--- config.mk ---
export PLATFORM = sky130hd
export DESIGN_NAME = txdesc_dma
export DESIGN_NICKNAME = d
export VERILOG_FILES = /design/src/rtl/txdesc_pkg.sv /design/src/rtl/txdesc_regs.sv /design/src/rtl/txdesc_unpack.sv /design/src/rtl/txdesc_engine.sv /design/src/rtl/txdesc_dma.sv
export SDC_FILE = /design/constraint.sdc
export NUM_CORES = 1
export LEC_CHECK = 0
export BUFFER_PORTS_ARGS = -buffer_cell sky130_fd_sc_hd__clkbuf_2
export CAP_MARGIN = 15
export CORE_UTILIZATION = 40
export CTS_BUF_LIST = sky130_fd_sc_hd__clkbuf_16
export DETAILED_ROUTE_END_ITERATION = 8
export HOLD_SLACK_MARGIN = 0.1
export SYNTH_ARGS = -nofsm -noshare
export SYNTH_HDL_FRONTEND = slang
export SYNTH_SLANG_ARGS = --single-unit
export TNS_END_PERCENT = 10
--- constraint.sdc ---
create_clock -name clk_i -period 2.35 [get_ports clk_i]
set_input_delay 0.235 -clock clk_i [delete_from_list [all_inputs] [get_ports clk_i]]
set_output_delay 0.235 -clock clk_i [all_outputs]
set_load 0.005 [all_outputs]
--- src/rtl/txdesc_pkg.sv ---
package txdesc_pkg;
  typedef enum logic [3:0] {
    S_IDLE, S_D0, S_D1, S_D2, S_D3, S_BRD, S_BOUT, S_WB, S_SUSP
  } eng_state_e;

  localparam int OWN_BIT   = 31;
  localparam int FS_BIT    = 29;
  localparam int LS_BIT    = 30;
  localparam int IC_BIT    = 31;
  localparam int RUN_BIT   = 30;
  localparam int POLL_BIT  = 31;
  localparam int EV_DONE   = 0;
  localparam int EV_STOP   = 1;
  localparam int EV_UNAV   = 2;
  localparam int NUM_EV    = 3;
  localparam logic [1:0] RA_BASE = 2'd0;
  localparam logic [1:0] RA_CTRL = 2'd1;
  localparam logic [1:0] RA_STAT = 2'd2;
  localparam logic [1:0] RA_EN   = 2'd3;
endpackage

--- src/rtl/txdesc_regs.sv ---
module txdesc_regs
  import txdesc_pkg::*;
#(
  parameter int DW = 32
) (
  input  logic              clk_i,
  input  logic              rst_ni,
  input  logic              wr_i,
  input  logic [1:0]        addr_i,
  input  logic [DW-1:0]     wdata_i,
  output logic [DW-1:0]     rdata_o,
  output logic [DW-1:0]     base_o,
  output logic              run_o,
  output logic              start_o,
  output logic              poll_o,
  input  logic [NUM_EV-1:0] evt_i,
  output logic              irq_o
);
  logic [DW-1:0]     base_q;
  logic              run_q;
  logic [NUM_EV-1:0] stat_q, en_q, clr;
  logic              ctrl_wr;

  assign ctrl_wr = wr_i && (addr_i == RA_CTRL);
  assign start_o = ctrl_wr && wdata_i[RUN_BIT] && !run_q;
  assign poll_o  = ctrl_wr && wdata_i[POLL_BIT];
  assign clr     = (wr_i && addr_i == RA_STAT) ? wdata_i[NUM_EV-1:0] : '0;

  always_ff @(posedge clk_i or negedge rst_ni) begin
    if (!rst_ni) begin
      base_q <= '0;
      run_q  <= 1'b0;
      stat_q <= '0;
      en_q   <= '0;
    end else begin
      if (wr_i && addr_i == RA_BASE) base_q <= wdata_i;
      if (ctrl_wr) run_q <= wdata_i[RUN_BIT];
      if (wr_i && addr_i == RA_EN) en_q <= wdata_i[NUM_EV-1:0];
      stat_q <= (stat_q & ~clr) | evt_i;  // set wins
    end
  end

  always_comb begin
    rdata_o = '0;
    case (addr_i)
      RA_BASE: rdata_o = base_q;
      RA_CTRL: rdata_o[RUN_BIT] = run_q;
      RA_STAT: rdata_o[NUM_EV-1:0] = stat_q;
      default: rdata_o[NUM_EV-1:0] = en_q;
    endcase
  end

  assign base_o = base_q;
  assign run_o  = run_q;
  assign irq_o  = |(stat_q & en_q);

  a_r10_set_wins: assert property (@(posedge clk_i) disable iff (!rst_ni)
    evt_i[EV_DONE] |=> stat_q[EV_DONE]);
  a_r10_clear: assert property (@(posedge clk_i) disable iff (!rst_ni)
    (wr_i && addr_i == RA_STAT && wdata_i[EV_DONE] && !evt_i[EV_DONE]) |=> !stat_q[EV_DONE]);
endmodule

--- src/rtl/txdesc_unpack.sv ---
module txdesc_unpack #(
  parameter int DW = 32,
  parameter int BW = 8,
  parameter int CW = $clog2(DW/BW + 1)
) (
  input  logic          clk_i,
  input  logic          rst_ni,
  input  logic          ld_i,
  input  logic [DW-1:0] word_i,
  input  logic [CW-1:0] cnt_i,
  input  logic          ready_i,
  output logic [BW-1:0] data_o,
  output logic          valid_o,
  output logic          last_o,
  output logic          take_o
);
  logic [DW-1:0] word_q;
  logic [CW-1:0] cnt_q;

  assign valid_o = (cnt_q != '0);
  assign data_o  = word_q[BW-1:0];
  assign last_o  = (cnt_q == CW'(1));
  assign take_o  = valid_o && ready_i;

  always_ff @(posedge clk_i or negedge rst_ni) begin
    if (!rst_ni) begin
      word_q <= '0;
      cnt_q  <= '0;
    end else if (ld_i) begin
      word_q <= word_i;
      cnt_q  <= cnt_i;
    end else if (take_o) begin
      word_q <= word_q >> BW;
      cnt_q  <= cnt_q - CW'(1);
    end
  end

  a_r13_hold: assert property (@(posedge clk_i) disable iff (!rst_ni)
    (valid_o && !ready_i && !ld_i) |=> (valid_o && $stable(data_o)));
endmodule

--- src/rtl/txdesc_engine.sv ---
module txdesc_engine
  import txdesc_pkg::*;
#(
  parameter int AW   = 32,
  parameter int DW   = 32,
  parameter int LENW = 11,
  parameter int NB   = 4,
  parameter int CW   = $clog2(NB + 1)
) (
  input  logic              clk_i,
  input  logic              rst_ni,
  input  logic              run_i,
  input  logic              start_i,
  input  logic              poll_i,
  input  logic [AW-1:0]     base_i,
  output logic              mem_req_o,
  output logic              mem_we_o,
  output logic [AW-1:0]     mem_addr_o,
  output logic [DW-1:0]     mem_wdata_o,
  input  logic              mem_ack_i,
  input  logic [DW-1:0]     mem_rdata_i,
  output logic              ld_o,
  output logic [CW-1:0]     ld_cnt_o,
  input  logic              take_i,
  input  logic              word_last_i,
  output logic              first_o,
  output logic              last_o,
  output logic [NUM_EV-1:0] evt_o
);
  localparam logic [AW-1:0] WSTEP = AW'(DW/8);

  eng_state_e    st_q;
  logic [AW-1:0] cur_q, nxt_q, bptr_q;
  logic [30:0]   w0_q;
  logic [LENW-1:0] rem_q;
  logic          fs_q, ls_q, ic_q, sent_q;

  always_ff @(posedge clk_i or negedge rst_ni) begin
    if (!rst_ni) begin
      st_q <= S_IDLE;
      cur_q <= '0; nxt_q <= '0; bptr_q <= '0; w0_q <= '0;
      rem_q <= '0; fs_q <= 1'b0; ls_q <= 1'b0; ic_q <= 1'b0; sent_q <= 1'b0;
    end else begin
      case (st_q)
        S_IDLE: if (start_i) begin
          cur_q <= base_i;
          st_q  <= S_D0;
        end
        S_D0: if (mem_ack_i) begin
          if (!mem_rdata_i[OWN_BIT]) st_q <= S_SUSP;
          else begin
            w0_q <= mem_rdata_i[30:0];
            st_q <= S_D1;
          end
        end
        S_D1: if (mem_ack_i) begin
          rem_q  <= mem_rdata_i[LENW-1:0];
          fs_q   <= mem_rdata_i[FS_BIT];
          ls_q   <= mem_rdata_i[LS_BIT];
          ic_q   <= mem_rdata_i[IC_BIT];
          sent_q <= 1'b0;
          st_q   <= S_D2;
        end
        S_D2: if (mem_ack_i) begin
          bptr_q <= mem_rdata_i;
          st_q   <= S_D3;
        end
        S_D3: if (mem_ack_i) begin
          nxt_q <= mem_rdata_i;
          st_q  <= (rem_q == '0) ? S_WB : S_BRD;
        end
        S_BRD: if (mem_ack_i) begin
          bptr_q <= bptr_q + WSTEP;
          st_q   <= S_BOUT;
        end
        S_BOUT: if (take_i) begin
          rem_q  <= rem_q - LENW'(1);
          sent_q <= 1'b1;
          if (word_last_i) st_q <= (rem_q == LENW'(1)) ? S_WB : S_BRD;
        end
        S_WB: if (mem_ack_i) begin
          cur_q <= nxt_q;
          st_q  <= run_i ? S_D0 : S_IDLE;
        end
        S_SUSP: begin
          if (!run_i)      st_q <= S_IDLE;
          else if (poll_i) st_q <= S_D0;
        end
        default: st_q <= S_IDLE;
      endcase
    end
  end

  always_comb begin
    mem_req_o  = 1'b0;
    mem_addr_o = cur_q;
    case (st_q)
      S_D0:  begin mem_req_o = 1'b1; mem_addr_o = cur_q; end
      S_D1:  begin mem_req_o = 1'b1; mem_addr_o = cur_q + WSTEP; end
      S_D2:  begin mem_req_o = 1'b1; mem_addr_o = cur_q + 2 * WSTEP; end
      S_D3:  begin mem_req_o = 1'b1; mem_addr_o = cur_q + 3 * WSTEP; end
      S_BRD: begin mem_req_o = 1'b1; mem_addr_o = bptr_q; end
      S_WB:  begin mem_req_o = 1'b1; mem_addr_o = cur_q; end
      default: ;
    endcase
  end

  assign mem_we_o    = (st_q == S_WB);
  assign mem_wdata_o = {1'b0, w0_q};
  assign ld_o        = (st_q == S_BRD) && mem_ack_i;
  assign ld_cnt_o    = (rem_q >= LENW'(NB)) ? CW'(NB) : rem_q[CW-1:0];
  assign first_o     = (st_q == S_BOUT) && fs_q && !sent_q;
  assign last_o      = (st_q == S_BOUT) && ls_q && (rem_q == LENW'(1));

  assign evt_o[EV_DONE] = (st_q == S_WB) && mem_ack_i && ls_q && ic_q;
  assign evt_o[EV_STOP] = ((st_q == S_WB) && mem_ack_i && !run_i) ||
                          ((st_q == S_SUSP) && !run_i);
  assign evt_o[EV_UNAV] = (st_q == S_D0) && mem_ack_i && !mem_rdata_i[OWN_BIT];

  a_r1_req_hold: assert property (@(posedge clk_i) disable iff (!rst_ni)
    (mem_req_o && !mem_ack_i) |=> (mem_req_o && $stable(mem_addr_o) && $stable(mem_we_o)));
  a_r5_wb_own_clear: assert property (@(posedge clk_i) disable iff (!rst_ni)
    (mem_req_o && mem_we_o) |-> !mem_wdata_o[OWN_BIT]);
  a_r6_susp_quiet: assert property (@(posedge clk_i) disable iff (!rst_ni)
    evt_o[EV_UNAV] |=> !mem_req_o);
  a_r8_no_excess_bytes: assert property (@(posedge clk_i) disable iff (!rst_ni)
    take_i |-> (rem_q != '0));
  a_r12_stop_needs_clear: assert property (@(posedge clk_i) disable iff (!rst_ni)
    evt_o[EV_STOP] |-> !run_i);
endmodule

--- src/rtl/txdesc_dma.sv ---
module txdesc_dma
  import txdesc_pkg::*;
#(
  parameter int AW   = 32,
  parameter int DW   = 32,
  parameter int BW   = 8,
  parameter int LENW = 11
) (
  input  logic          clk_i,
  input  logic          rst_ni,
  input  logic          reg_wr_i,
  input  logic [1:0]    reg_addr_i,
  input  logic [DW-1:0] reg_wdata_i,
  output logic [DW-1:0] reg_rdata_o,
  output logic          mem_req_o,
  output logic          mem_we_o,
  output logic [AW-1:0] mem_addr_o,
  output logic [DW-1:0] mem_wdata_o,
  input  logic          mem_ack_i,
  input  logic [DW-1:0] mem_rdata_i,
  output logic [BW-1:0] tx_data_o,
  output logic          tx_valid_o,
  output logic          tx_first_o,
  output logic          tx_last_o,
  input  logic          tx_ready_i,
  output logic          irq_o
);
  localparam int NB = DW / BW;
  localparam int CW = $clog2(NB + 1);

  logic [DW-1:0]     base;
  logic              run, start, poll, ld, take, wlast, eng_first, eng_last;
  logic [CW-1:0]     ld_cnt;
  logic [NUM_EV-1:0] evt;

  txdesc_regs #(.DW(DW)) u_regs (
    .clk_i, .rst_ni, .wr_i(reg_wr_i), .addr_i(reg_addr_i), .wdata_i(reg_wdata_i),
    .rdata_o(reg_rdata_o), .base_o(base), .run_o(run), .start_o(start),
    .poll_o(poll), .evt_i(evt), .irq_o
  );

  txdesc_engine #(.AW(AW), .DW(DW), .LENW(LENW), .NB(NB), .CW(CW)) u_eng (
    .clk_i, .rst_ni, .run_i(run), .start_i(start), .poll_i(poll), .base_i(base),
    .mem_req_o, .mem_we_o, .mem_addr_o, .mem_wdata_o, .mem_ack_i, .mem_rdata_i,
    .ld_o(ld), .ld_cnt_o(ld_cnt), .take_i(take), .word_last_i(wlast),
    .first_o(eng_first), .last_o(eng_last), .evt_o(evt)
  );

  txdesc_unpack #(.DW(DW), .BW(BW), .CW(CW)) u_unpack (
    .clk_i, .rst_ni, .ld_i(ld), .word_i(mem_rdata_i), .cnt_i(ld_cnt),
    .ready_i(tx_ready_i), .data_o(tx_data_o), .valid_o(tx_valid_o),
    .last_o(wlast), .take_o(take)
  );

  assign tx_first_o = eng_first && tx_valid_o;
  assign tx_last_o  = eng_last && tx_valid_o;
endmodule

==> impl_metrics.json, run 1 <==
{
  "status": "finished, violations left",
  "violations": "setup timing",
  "min_from": "mem_rdata_i[31]",
  "fin_crit_ns": 3.058,
  "wire_per_inst_um": 20.21,
  "required_ns": 2.12,
  "vias_per_cell": 5.653,
  "drv_slew": 0,
  "slew_headroom_pct": 56.82,
  "fmax_mhz": 327.0,
  "syn_inst": 1366,
  "timing.rr.end": "u_eng.bptr_q[17]",
  "clock_sinks": 220,
  "hold_viol_final": 0,
  "crit_start": "u_eng.st_q[3]",
  "finalWirelength_um": 41660,
  "rsz0062_at_grt": "true",
  "finalNetCount": 1731,
  "grt_pass1_vias": 11030,
  "first_pass_iters": 6,
  "ctsRootBufferMaster": "clkbuf_16",
  "met3_length_um": 2022,
  "n_antenna_cell": 0,
  "r2r_cells": 9,
  "hpwl_um": 29580,
  "synth_fp_nets": 1446,
  "ys_seq_elements": 220,
  "antenna_found_initial": 0,
  "met2_wirelength_um": 19190,
  "port_buffers": 179,
  "insertion_delay_ns": 0.53,
  "dieArea_mm2": 0.03152,
  "drc": 0,
  "dr.max_layer_used": "met4",
  "cts_tree": "built",
  "synth-warning-count": 0,
  "path_delay_family": "simple AND/OR/NAND/NOR gates",
  "slowest_stage": "dfrtp_1",
  "hold_end": "u_unpack.word_q[31]",
  "setup_viol": 31,
  "gr-total-overflow": 0,
  "clk_pin_slew_ns": 0.06,
  "worst_slew_pin_slew_ns": 0.6477,
  "place.gp.congestion": 0.8957,
  "cp_max_fo": 5,
  "ff2ff_setup_slack_ns": 0.12,
  "drive_gt1_share_pct": 30.70,
  "powerDensity_mw_per_mm2": 1322,
  "core_area_mm2": 0.02995,
  "grt_usage_pct": 26.39,
  "ys_seq_area_share_pct": 44.67,
  "ios": 181,
  "cts_max_level": 1,
  "leakagePower_nw": 7.142,
  "crit_chain": "nor4b_4 > xor2_1 > ha_2 > a21oi_4 > nor3_1 > a32o_1 > a21oi_1 > o21ai_0 > clkbuf_2",
  "path_buf_inv": 1,
  "drtAntennaViolNets": 0,
  "grt_pass1_wl_um": 63620,
  "grt_max_degree": 76,
  "synth-edff-count": 0,
  "max-vdd-ir-drop_v": 0.0007124,
  "synth-main-ff-cell": "dfrtp_1",
  "initial_utilization_pct": 41.14,
  "fin_ws_ns": -0.7081,
  "synth.avg_cell_area_um2": 9.022,
  "cap_violations": 0,
  "hold_depth": 3,
  "async_flop_share_pct": 100.0,
  "die_w_um": 177.5,
  "wirelength_met1_um": 18890,
  "critPathCaptureType": "output pin",
  "whs_ns": 0.1187,
  "rows": 63,
  "fin_skew_ns": 0.01225,
  "synth_area_mm2": 0.01232,
  "path_class": "reg2out",
  "vias": 11650,
  "die-height_um": 177.5,
  "crit_path_start_kind": "flip-flop",
  "arrival_ns": 2.82,
  "post-route-period-util_pct": 130.1,
  "drtIter0Drc": 932,
  "worstHoldPathType": "in2reg",
  "cpPeakStageDelay_ns": 0.41,
  "ys_types": 81,
  "cts_buffers": 27,
  "max-clock-path-buffers": 3,
  "syn_to_final_growth_pct": 31.75,
  "rr_startpoint": "u_eng.st_q[0]",
  "total_power_mw": 21.47
}
==> cells in the final DEF (no fill, tap or decap), drive strengths merged, types with 4 or more instances in the layout <==
cell and count:
dfrtp 220, nand2 217, clkbuf 198, buf 143
o21ai 114, mux2 104, nor2 104, a21oi 82
dlygate4sd3 62, a31oi 41, nand3 39, and2 33
mux2i 27, nand4 22, o22ai 21, nor3 19
inv 17, and3 16, clkinv 13, xnor2 11
nor4 11, a22oi 10, xor2 9, o211ai 9
ha 9, a221oi 7, and4 6, bufinv 6
o32ai 6, nand2b 6, o221ai 5, or2 5
o311ai 5, o21a 4, a22o 4, or3 4
nor4b 4
==> area by class of cell <==
cell class | instances | area, um2
clock buffer | 27 | 675.6
clock inverter | 22 | 255.2
fill | 2708 | 13720
inverter | 14 | 55.05
multi-input combinational | 1012 | 6515
sequential | 220 | 5507
tap | 390 | 488.0
timing repair buffer | 376 | 2741
==> synthesized netlist by cell type, types with 4 or more instances <==
cell type / number / area [um2]
a21oi_1: 81 / 405.4
ha_1: 9 / 112.6
buf_4: 12 / 90.09
o311ai_0: 5 / 43.79
or2_2: 5 / 31.28
xor2_1: 9 / 78.83
o32ai_1: 6 / 52.55
mux2i_1: 27 / 270.3
o22ai_1: 21 / 131.4
nor2_1: 104 / 390.4
o21ai_0: 113 / 565.5
o211ai_1: 9 / 67.56
nand4_1: 21 / 131.4
nand2b_1: 6 / 37.54
nand2_1: 217 / 814.5
a22o_1: 4 / 35.03
or3_1: 4 / 25.02
nor4_1: 9 / 56.30
inv_1: 14 / 52.55
a31oi_1: 41 / 256.5
o221ai_1: 5 / 43.79
buf_1: 17 / 63.81
dfrtp_1: 220 / 5505
nor3_1: 19 / 95.09
xnor2_1: 11 / 96.34
a221oi_1: 7 / 61.31
and3_1: 16 / 100.1
clkbuf_1: 68 / 255.2
nand3_1: 38 / 190.2
mux2_2: 103 / 1160
and2_1: 33 / 206.5
buf_2: 22 / 110.1
and4_1: 6 / 52.55
o21a_1: 4 / 30.03
a22oi_1: 10 / 75.07
==> report_power, final <==
group	switching (mW)	internal [mW]	leakage, nW
Sequential	1.38	5.37	2.66
Clock	1.66	2.74	0.465
Combinational	5.59	4.73	4.02
Total	8.63	12.8	7.14
==> worst max-delay path by stage <==
stage / end / slack [ns] / cells past startpoint
finish: mem_addr_o[22] / -0.71 / 9
global route: mem_addr_o[29] / -0.88 / 10
CTS: mem_addr_o[18] / -0.73 / 10
detailed placement: mem_addr_o[24] / -0.39 / 9
global placement: mem_addr_o[24] / -0.38 / 9
floorplan: mem_addr_o[18] / -0.04 / 10
==> timing repair <==
| action | 4_1_cts | 5_1_grt |
|---|---|---|
| hold buffers | 62 | 0 |
| setup endpoints to repair | 68 | 39 |
| gates resized for setup | 56 | 37 |
| setup buffers | 10 | 0 |
| pin swaps | 18 | 12 |
| endpoints found under the hold margin | 181 | 0 |
==> through the flow <==
step | std cells | worst slack, ns | utilization, % | cell area, um2 | setup TNS (ns)
floorplan | 1366 | -0.04108 | - | 12320 | -0.04599
global placement | 1940 | -0.3800 | 47.79 | 14320 | -4.607
detailed placement | 1940 | -0.3889 | 47.79 | 14320 | -6.463
CTS | 2061 | -0.7331 | 53.91 | 16150 | -16.49
global route | 2061 | -0.8793 | 54.21 | 16240 | -20.65
finish | 2061 | -0.7081 | 54.21 | 16240 | -15.46
==> registers in the layout (all words and copies together) (netlist names), 3 cells and up <==
name             count
u_eng.bptr_q        32
u_eng.nxt_q         32
u_eng.st_q           4
u_eng.cur_q         32
u_eng.w0_q          31
u_regs.en_q          3
u_unpack.cnt_q       3
u_unpack.word_q     32
u_regs.base_o       32
u_eng.rem_q         11
u_regs.stat_q        3
==> kinds of logic (layout without fill, tap and decap cells) <==
family / after synthesis / count (layout) / share of synthesized area [%]
AO/OA/AOI/OAI: 347 / 347 / 17.27
AND/OR/NAND/NOR: 504 / 504 / 19.32
flip-flops: 220 / 220 / 44.67
other: 1 / 1 / 0.03043
adder cells (fa/ha/maj): 9 / 9 / 0.9137
buffers and inverters: 134 / 439 / 4.680
multiplexers: 131 / 131 / 11.70
XOR/XNOR: 20 / 20 / 1.421
==> metal layers <==
layer | vias up | GRT usage (%)
met1 | 5670 | 36.59
li1 | 5497 | -
met2 | 397 | 42.72
met5 | - | 0
met4 | 0 | 9.437
met3 | 87 | 2.656
==> tightest hold or removal path, delay by kind of cell <==
kind,cells,cell delay (ns)
buffers and inverters,1,0.20
AND/OR/NAND/NOR,1,0.10
AO/OA/AOI/OAI,1,0.07
Power figures use the tool's default switching activity.
==> inputs of run 2 (changes only) <==
Settings changed: SETUP_SLACK_MARGIN from default to 0.05.
==> impl_metrics.json, run 2 (synthesis results as in run 1) <==
{
  "pre_cts_ws_ns": -0.3889,
  "grt_max_degree": 76,
  "die_w_um": 177.5,
  "slew_headroom_pct": 56.82,
  "status": "finished, violations left",
  "hold_depth": 3,
  "grt_pass1_wl_um": 63620,
  "hold_end": "u_unpack.word_q[31]",
  "final_cell_mix": "219 x dfrtp_1, 216 x nand2_1, 169 x clkbuf_2, 111 x buf_4, 103 x mux2_2",
  "port_buffers": 179,
  "intPower_mw": 12.86,
  "fin_crit_ns": 3.042,
  "critPathCaptureType": "output pin",
  "worst_slew_pin_slew_ns": 0.6477,
  "crit_path_start_kind": "flip-flop",
  "hold_viol_final": 0,
  "arrival_ns": 2.81,
  "fin_ws_ns": -0.6918,
  "syn_to_final_growth_pct": 31.97,
  "final_core_util_pct": 54.30,
  "rows": 63,
  "worstHoldPathType": "in2reg",
  "regArea_mm2": 0.005507,
  "finalNetCount": 1731,
  "die-height_um": 177.5,
  "initial_utilization_pct": 41.14,
  "grt_pass1_vias": 11030,
  "dp_cells": 1940,
  "p_comb_share_pct": 48.1,
  "seq_power_share_pct": 31.4,
  "cts_tree": "built",
  "clockPowerShare_pct": 20.5,
  "first_pass_iters": 7,
  "post-route-period-util_pct": 129.4,
  "ctsRootBufferMaster": "clkbuf_16",
  "insertion_delay_ns": 0.53,
  "fin_skew_ns": 0.009798,
  "drtAntennaViolNets": 0,
  "n_antenna_cell": 0,
  "place_area_mm2": 0.01432,
  "min_from": "mem_rdata_i[31]",
  "final_common_cell": "dfrtp_1",
  "multi_input_area_mm2": 0.006533,
  "vias_per_cell": 5.629,
  "cts_buffers": 27,
  "timing.rr.end": "u_eng.bptr_q[17]",
  "switching_share_pct": 40.20,
  "ios": 181,
  "finalWirelength_um": 41710,
  "max-vdd-ir-drop_v": 0.0007134,
  "final_area_mm2": 0.01626,
  "drv_slew": 0,
  "core_area_mm2": 0.02995,
  "grt_usage_pct": 26.39,
  "wire_per_inst_um": 20.24,
  "path_class": "reg2out",
  "required_ns": 2.12,
  "setup_viol": 31,
  "drtIter0Drc": 983,
  "fmax_mhz": 328.8,
  "cap_violations": 0,
  "antenna_found_initial": 0,
  "drc": 0,
  "vias": 11600,
  "fillers": 2706,
  "ff2ff_setup_slack_ns": 0.13,
  "clk_pin_slew_ns": 0.06,
  "p_switching_mw": 8.645,
  "leakagePower_nw": 7.162,
  "max-clock-path-buffers": 3,
  "r2r_cells": 9,
  "gr-total-overflow": 0,
  "rsz0062_at_grt": "true",
  "dieArea_mm2": 0.03152,
  "powerDensity_mw_per_mm2": 1322,
  "final_cell_count_no_fill": 2061,
  "hpwl_um": 29580,
  "cp_max_fo": 5,
  "rr_startpoint": "u_eng.st_q[0]",
  "place.gp.congestion": 0.8957,
  "violations": "setup timing",
  "drive_gt1_share_pct": 30.88,
  "clock_sinks": 220,
  "cts_max_level": 1
}
[run 2: cell count changes in the layout (fill, tap and decap cells not counted), sizes merged]
cell    change
buf         +2
clkbuf      -2
[run 2: area by class of cell]
cell class	instances	share of cell area (%)
inverters	14	0.3385
repair buffers	376	16.92
well taps	390	3.000
clock buffers	27	4.154
multi-input cells	1012	40.16
clock inverters	22	1.569
flip-flops and latches	220	33.86
[run 2: through the flow]
stage / power, mW / setup TNS, ns / hold WS (ns)
3_3_place_gp: 16.13 / -4.607 / 0.2644
5_1_grt: 22.93 / -20.60 / 0.1239
2_1_floorplan: 12.16 / -0.04599 / -0.06059
6_report: 21.51 / -15.51 / 0.1033
4_1_cts: 21.33 / -16.44 / 0.1082
3_5_place_dp: 16.28 / -6.463 / 0.2622
[run 2: worst max-delay path, stage by stage, from the launching register on]
cell and delay, ns:
dfrtp_1 0.41, nor4b_4 0.31, xor2_1 0.19, ha_2 0.22
a21oi_4 0.07, buf_6 0.13, or3_4 0.33, a21oi_1 0.15
a221oi_1 0.06, o21ai_1 0.24, clkbuf_2 0.16
[run 2: routing by layer]
| layer | global-route usage, % | up-vias | part of all wire (%) |
|---|---|---|---|
| met3 | 2.506 | 86 | 4.7 |
| met5 | 0 | - | 0 |
| met1 | 36.70 | 5643 | 45 |
| li1 | - | 5483 | - |
| met2 | 42.64 | 389 | 46 |
| met4 | 9.580 | 0 | 3.8 |
[run 2: worst max-delay path by stage]
stage | start | endpoint | slack [ns]
4_1_cts | u_eng.st_q[0] | mem_addr_o[18] | -0.73
3_5_place_dp | u_eng.st_q[3] | mem_addr_o[24] | -0.39
3_3_place_gp | u_eng.st_q[3] | mem_addr_o[24] | -0.38
5_1_grt | u_eng.st_q[3] | mem_addr_o[29] | -0.88
2_1_floorplan | u_eng.st_q[0] | mem_addr_o[18] | -0.04
6_report | u_eng.st_q[3] | mem_addr_o[10] | -0.69
[run 2: power by group through the flow]
| stage | clock network [mW] | registers (mW) | logic [mW] |
|---|---|---|---|
| global placement | 0 | 6.70 | 9.43 |
| finish | 4.40 | 6.75 | 10.4 |
| floorplan | 0 | 6.23 | 5.93 |
| CTS | 4.50 | 6.71 | 10.1 |
| global route | 4.64 | 6.94 | 11.3 |
| detailed placement | 0 | 6.76 | 9.52 |
[run 2: what timing repair did]
item / CTS / global route
pin swaps: 18 / 13
hold buffers: 62 / 0
endpoints found under the hold margin: 181 / 0
endpoints found under the setup margin: 68 / 55
setup buffers: 10 / 0
resized for setup: 59 / 49
